## src/rtl/fpcs_pkg.sv

```systemverilog
package fpcs_pkg;
  localparam int RAW_FLAGS = 5;
  localparam int EN_BIT    = 0;
  localparam int RM_LSB    = 1;
  localparam int RM_W      = 2;
  localparam int RM_CODES  = 1 << RM_W;

  typedef enum logic [RM_W-1:0] {
    RM_NEAREST = 2'd0,
    RM_ZERO    = 2'd1,
    RM_PLUS    = 2'd2,
    RM_MINUS   = 2'd3
  } rmode_e;

  // raw flag index -> architected status bit position
  function automatic int stat_pos(input int idx);
    case (idx)
      0:       stat_pos = 8;   // invalid
      1:       stat_pos = 3;   // overflow
      2:       stat_pos = 4;   // underflow
      3:       stat_pos = 11;  // divide-by-zero
      default: stat_pos = 6;   // inexact
    endcase
  endfunction
endpackage

```

## src/rtl/fpcs_flag_map.sv

```systemverilog
module fpcs_flag_map
  import fpcs_pkg::*;
#(
  parameter int KEEP_W = 12
) (
  input  logic [RAW_FLAGS-1:0] raw,
  output logic [KEEP_W-1:0]    stat
);
  logic [KEEP_W-1:0] lane [RAW_FLAGS];

  for (genvar g = 0; g < RAW_FLAGS; g++) begin : g_lane
    localparam int POS = stat_pos(g);
    always_comb begin
      lane[g]      = '0;
      lane[g][POS] = raw[g];
    end
  end

  always_comb begin
    stat = '0;
    for (int i = 0; i < RAW_FLAGS; i++) stat = stat | lane[i];
  end
endmodule

```

## src/rtl/fpcs_rmode_dec.sv

```systemverilog
module fpcs_rmode_dec
  import fpcs_pkg::*;
(
  input  logic                clk,
  input  logic                rst_n,
  input  logic                load,
  input  logic [RM_W-1:0]     code,
  output logic [RM_CODES-1:0] sel_oh
);
  for (genvar g = 0; g < RM_CODES; g++) begin : g_bit
    always_ff @(posedge clk) begin
      if (!rst_n)    sel_oh[g] <= (g == int'(RM_NEAREST));
      else if (load) sel_oh[g] <= (code == g[RM_W-1:0]);
    end
  end

  p_onehot_r4: assert property (@(posedge clk) disable iff (!rst_n)
    $onehot(sel_oh));
endmodule

```

## src/rtl/fpcs_trap_gen.sv

```systemverilog
module fpcs_trap_gen (
  input  logic clk,
  input  logic rst_n,
  input  logic accept,
  input  logic any_flag,
  input  logic enable,
  output logic trap_q
);
  always_ff @(posedge clk) begin
    if (!rst_n) trap_q <= 1'b0;
    else        trap_q <= accept & any_flag & enable;
  end

  p_trap_needs_accept_r8: assert property (@(posedge clk) disable iff (!rst_n)
    !accept |=> !trap_q);
endmodule

```

## src/rtl/fpu_ctl_stat.sv

```systemverilog
module fpu_ctl_stat
  import fpcs_pkg::*;
#(
  parameter int DATA_W = 32,
  parameter int KEEP_W = 12
) (
  input  logic                 clk,
  input  logic                 rst_n,
  input  logic                 sw_wr_en,
  input  logic [DATA_W-1:0]    sw_wr_data,
  output logic [DATA_W-1:0]    rd_data,
  input  logic                 flg_valid,
  output logic                 flg_ready,
  input  logic [RAW_FLAGS-1:0] flg_raw,
  output logic [RM_W-1:0]      rnd_mode,
  output logic [RM_CODES-1:0]  rnd_sel_oh,
  output logic                 trap_req
);
  localparam int PAD_W = DATA_W - KEEP_W;

  logic [KEEP_W-1:0] csr_q;
  logic [KEEP_W-1:0] stat_bits;
  logic              accept;
  logic              unused_hi;

  assign unused_hi = ^sw_wr_data[DATA_W-1:KEEP_W];
  assign flg_ready = ~sw_wr_en;
  assign accept    = flg_valid & flg_ready;

  fpcs_flag_map #(.KEEP_W(KEEP_W)) u_map (
    .raw  (flg_raw),
    .stat (stat_bits)
  );

  always_ff @(posedge clk) begin
    if (!rst_n)        csr_q <= '0;
    else if (sw_wr_en) csr_q <= sw_wr_data[KEEP_W-1:0];
    else if (accept)   csr_q <= csr_q | stat_bits;
  end

  fpcs_rmode_dec u_rm (
    .clk    (clk),
    .rst_n  (rst_n),
    .load   (sw_wr_en),
    .code   (sw_wr_data[RM_LSB +: RM_W]),
    .sel_oh (rnd_sel_oh)
  );

  fpcs_trap_gen u_trap (
    .clk      (clk),
    .rst_n    (rst_n),
    .accept   (accept),
    .any_flag (|flg_raw),
    .enable   (csr_q[EN_BIT]),
    .trap_q   (trap_req)
  );

  assign rd_data  = {{PAD_W{1'b0}}, csr_q};
  assign rnd_mode = csr_q[RM_LSB +: RM_W];

  p_wr_load_r2: assert property (@(posedge clk) disable iff (!rst_n)
    sw_wr_en |=> rd_data[KEEP_W-1:0] == $past(sw_wr_data[KEEP_W-1:0]));
  p_oh_match_r4: assert property (@(posedge clk) disable iff (!rst_n)
    rnd_sel_oh[rnd_mode] == 1'b1);
  p_sticky_r6: assert property (@(posedge clk) disable iff (!rst_n)
    !sw_wr_en |=> (rd_data & $past(rd_data)) == $past(rd_data));
  p_trap_fire_r7: assert property (@(posedge clk) disable iff (!rst_n)
    (flg_valid && !sw_wr_en && (|flg_raw) && rd_data[EN_BIT]) |=> trap_req);
  p_no_trap_r8: assert property (@(posedge clk) disable iff (!rst_n)
    (!rd_data[EN_BIT] || !(|flg_raw)) |=> !trap_req);
  p_wr_wins_r9: assert property (@(posedge clk) disable iff (!rst_n)
    sw_wr_en |=> !trap_req);
  p_ready_r9: assert property (@(posedge clk) disable iff (!rst_n)
    sw_wr_en |-> !flg_ready);
  p_idle_r10: assert property (@(posedge clk) disable iff (!rst_n)
    (!sw_wr_en && !flg_valid) |=> $stable(rd_data) && !trap_req);
endmodule

```

## config.mk

```make
export PLATFORM = sky130hd
export DESIGN_NAME = fpu_ctl_stat
export DESIGN_NICKNAME = d
export VERILOG_FILES = /design/src/rtl/fpcs_pkg.sv /design/src/rtl/fpcs_flag_map.sv /design/src/rtl/fpcs_rmode_dec.sv /design/src/rtl/fpcs_trap_gen.sv /design/src/rtl/fpu_ctl_stat.sv
export SDC_FILE = /design/constraint.sdc
export NUM_CORES = 1
export LEC_CHECK = 0
export BUFFER_PORTS_ARGS = -buffer_cell sky130_fd_sc_hd__buf_2
export CELL_PAD_IN_SITES_DETAIL_PLACEMENT = 0
export CELL_PAD_IN_SITES_GLOBAL_PLACEMENT = 1
export CORE_ASPECT_RATIO = 1.2
export CORE_UTILIZATION = 24
export DETAILED_ROUTE_END_ITERATION = 7
export GPL_ROUTABILITY_DRIVEN = 0
export PLACE_DENSITY_LB_ADDON = 0.1
export SLEW_MARGIN = 40
export SYNTH_ARGS = -nofsm -noshare
export SYNTH_HDL_FRONTEND = slang
export SYNTH_SLANG_ARGS = --single-unit
export TNS_END_PERCENT = 1
```

## constraint.sdc

```tcl
create_clock -name clk -period 0.8 [get_ports clk]
set_input_delay 0.04 -clock clk [delete_from_list [all_inputs] [get_ports clk]]
set_output_delay 0.04 -clock clk [all_outputs]
set_load 0.05 [all_outputs]
```

==> reports/metrics.cfg <==
[timing]
finalWorstSetupSlack_ps=-1.54
final.hold.worst_slack_ps=9.67
tns_ps=-2.80
slew_violations=0
clock_skew_ps=0.0789
final.period_utilization=1.00
final_setup_viols=2
max_freq_mhz=1250
min_period_ps=802
unrepaired_setup_endpoints_after_global_routing=true
finalHoldViolCount=0

[yosys]
synth_enable_flop_cells=0
library_cells_used_by_synthesis=19
yosysWarningCount=0
synth_seq_area_share=0.398
synth.cells.most_frequent=sky130_fd_sc_hd__buf_4, sky130_fd_sc_hd__dfxtp_1, sky130_fd_sc_hd__mux2i_1, sky130_fd_sc_hd__nor2b_1
yosys.cell_count.top_type=sky130_fd_sc_hd__buf_4
area_share_of_the_largest_cell_type_after_synthesis=0.398
netlist_area_um2=855
synth_top_area_cell=sky130_fd_sc_hd__dfxtp_1
post_synth_inst_count=84
synth_seq_cells=17
avgSynthCellArea_um2=10.2
synthFlopType=sky130_fd_sc_hd__dfxtp_1
ys_async_sr_fraction=0
synthTopCellsByArea=sky130_fd_sc_hd__dfxtp_1, sky130_fd_sc_hd__buf_4, sky130_fd_sc_hd__mux2i_1, sky130_fd_sc_hd__o211a_1, sky130_fd_sc_hd__a211o_1

[critical_path]
critical_path_class=flop to primary output
worst-endpoint-arrival_ps=760
critical_path_peak_fanout=3
cpMaxStageDelayCell=sky130_fd_sc_hd__dfxtp_2
timing.critical_path.buf_inv=1
timing.critical_path.depth=1
reg2regPathDepth=2
setup.worst_path.end_class=primary output
cp_slowest_stage_delay_ps=360
worstPathCellList=buf_6
kind_of_start_point_of_the_critical_path=flop
critical-path-top-delay-family=flip-flops
required_ps=760

[layout]
n_fill_cell=360
postLayoutCoreUtil=0.367
num_antenna_cells=0
layout.nets=167
post_route_cells_drive_above_1_share=0.496
area_added_between_synthesis_and_finish_pct=44.5

[route]
antenna_viol_nets_final=0
detail_route.vias_per_cell=4.06
initial_drc_count=5
totalWireLength_um=1750
routed-via-count=658
detail_route.first_pass.iterations=4
routed_len_inst_um=10.8
residual_drc=0

[grt]
grt_util_met3=0.0230
grt_first_pass_wirelength_um=2720
grt_start_max_net_pins=18
global_route.usage.met2=0.151
grtUsageMet1=0.110
grt_antenna_before_repair=0
gr-total-overflow=0
first_global_vias=619
grt_busiest_layer=met2
gr-usage-all-layers=0.0913

[status]
run_status=complete, but fails checks
violations_in_the_final_reports=negative setup slack

[clocking]
clock_sink_count=17
clk_path_buf_depth=2
worst_skew_pair.late_latency_ps=240
htree_num_levels=1
cts_setup_buffers=0
clk_pin_slew_worst_paths_ps=70
cts_inserted_buffers=3
cts_root_buf=sky130_fd_sc_hd__clkbuf_8
cts_tree=yes

[pwr]
power_frac_seq=0.404
finalPower_mw=2.35
internal-power_mw=1.50
combinationalPowerShare=0.326
switching_power_mw=0.847
switching_part_of_the_total_power=0.360
worst_ir_drop_vdd_v=0.000985
power_density_over_cell_area_nw_per_um2=1900
clkPwrFrac=0.270
static-leakage-power_nw=0.615

[die]
floorplan.io_pins=81
die_h_um=67.4
die_area_um2=3800
dieWidth_um=56.5
initial_core_util=0.254
std_cell_rows=23
floorplan.core_area_um2=3370

[hold_path]
worstHoldPathCells=2
worstHoldPathType=primary input to flop

[placed_design]
portBuffers=40
detailed_place_hpwl_um=1340

[flow_run]
max_cap_viol=0

[stage by stage]
step                      instance area [µm²]  worst slack (ps)  instances
after global routing                     1230             -32.4        162
after CTS                                1170             -32.5        161
after global placement                    997              12.9        157
after floorplan                           928              -152        103
after detailed placement                  997              6.80        157
final                                    1230             -1.54        162
[kinds of logic (layout without fill, tap and decap cells)]
group | Yosys count | count (layout) | synth area share
other cells | 1 | 20 | 0.00439
flops | 17 | 17 | 0.398
simple gates | 17 | 17 | 0.124
buf+inv | 27 | 49 | 0.239
mux | 7 | 7 | 0.0820
compound gates | 15 | 15 | 0.152
[power groups by stage]
stage	sequential, mW	clock [mW]	combinational, mW
after floorplan	1.11	0	0.450
after global placement	0.941	0	0.670
after detailed placement	0.942	0	0.670
after CTS	0.944	0.685	0.734
after global routing	0.956	0.717	0.802
final	0.950	0.635	0.765
[layout make-up]
cell class	count	area, µm²	area share
Timing Repair Buffer	44	395	0.320
Multi-Input combinational cell	59	382	0.309
Sequential cell	17	363	0.294
Tap cell	37	46.3	0.0375
Clock buffer	4	45.0	0.0365
Inverter	1	3.75	0.00304
[layer usage]
layer  share of wire  routed length (µm)
met3           0.070                 122
met4               0                   0
met1            0.43                 756
met5               0                   0
met2            0.50                 872
[layout by cell type (no fill, tap or decap)]
cell type and instances:
sky130_fd_sc_hd__dfxtp_4 1, sky130_fd_sc_hd__conb_1 20, sky130_fd_sc_hd__nand3_1 1, sky130_fd_sc_hd__buf_4 3
sky130_fd_sc_hd__inv_1 1, sky130_fd_sc_hd__buf_2 20, sky130_fd_sc_hd__dfxtp_1 1, sky130_fd_sc_hd__nand3b_1 2
sky130_fd_sc_hd__clkbuf_4 1, sky130_fd_sc_hd__o311ai_1 1, sky130_fd_sc_hd__a211o_1 5, sky130_fd_sc_hd__nand2b_1 4
sky130_fd_sc_hd__nor3_1 1, sky130_fd_sc_hd__a21boi_0 3, sky130_fd_sc_hd__dlygate4sd3_1 1, sky130_fd_sc_hd__a21oi_1 1
sky130_fd_sc_hd__nor2_1 1, sky130_fd_sc_hd__buf_6 8, sky130_fd_sc_hd__dfxtp_2 15, sky130_fd_sc_hd__o211a_1 5
sky130_fd_sc_hd__clkbuf_1 1, sky130_fd_sc_hd__nor2b_1 7, sky130_fd_sc_hd__nand4b_1 1, sky130_fd_sc_hd__clkbuf_8 3
sky130_fd_sc_hd__buf_8 11, sky130_fd_sc_hd__mux2i_1 7
[worst paths after layout]
| check | start | endpoint | slack, ps |
|---|---|---|---|
| max reg2reg | csr_q[3] | csr_q[3] | 30 |
| max | csr_q[2] | rd_data[2] | -2 |
| min reg2reg | u_rm.sel_oh[3] | u_rm.sel_oh[3] | 500 |
| min | sw_wr_data[6] | csr_q[6] | 10 |
[state kept, by name (all words and copies together), names as in the netlist]
register and cells:
csr_q 12, u_rm.sel_oh 4, u_trap.trap_q 1
[timing repair]
action	in CTS	in global routing
endpoints found under the hold margin	0	1
hold buffers	0	1
endpoints found under the setup margin	19	20
gates resized for setup	49	16
pin swaps	0	0
Note: power is estimated with default switching activity, not from simulation.
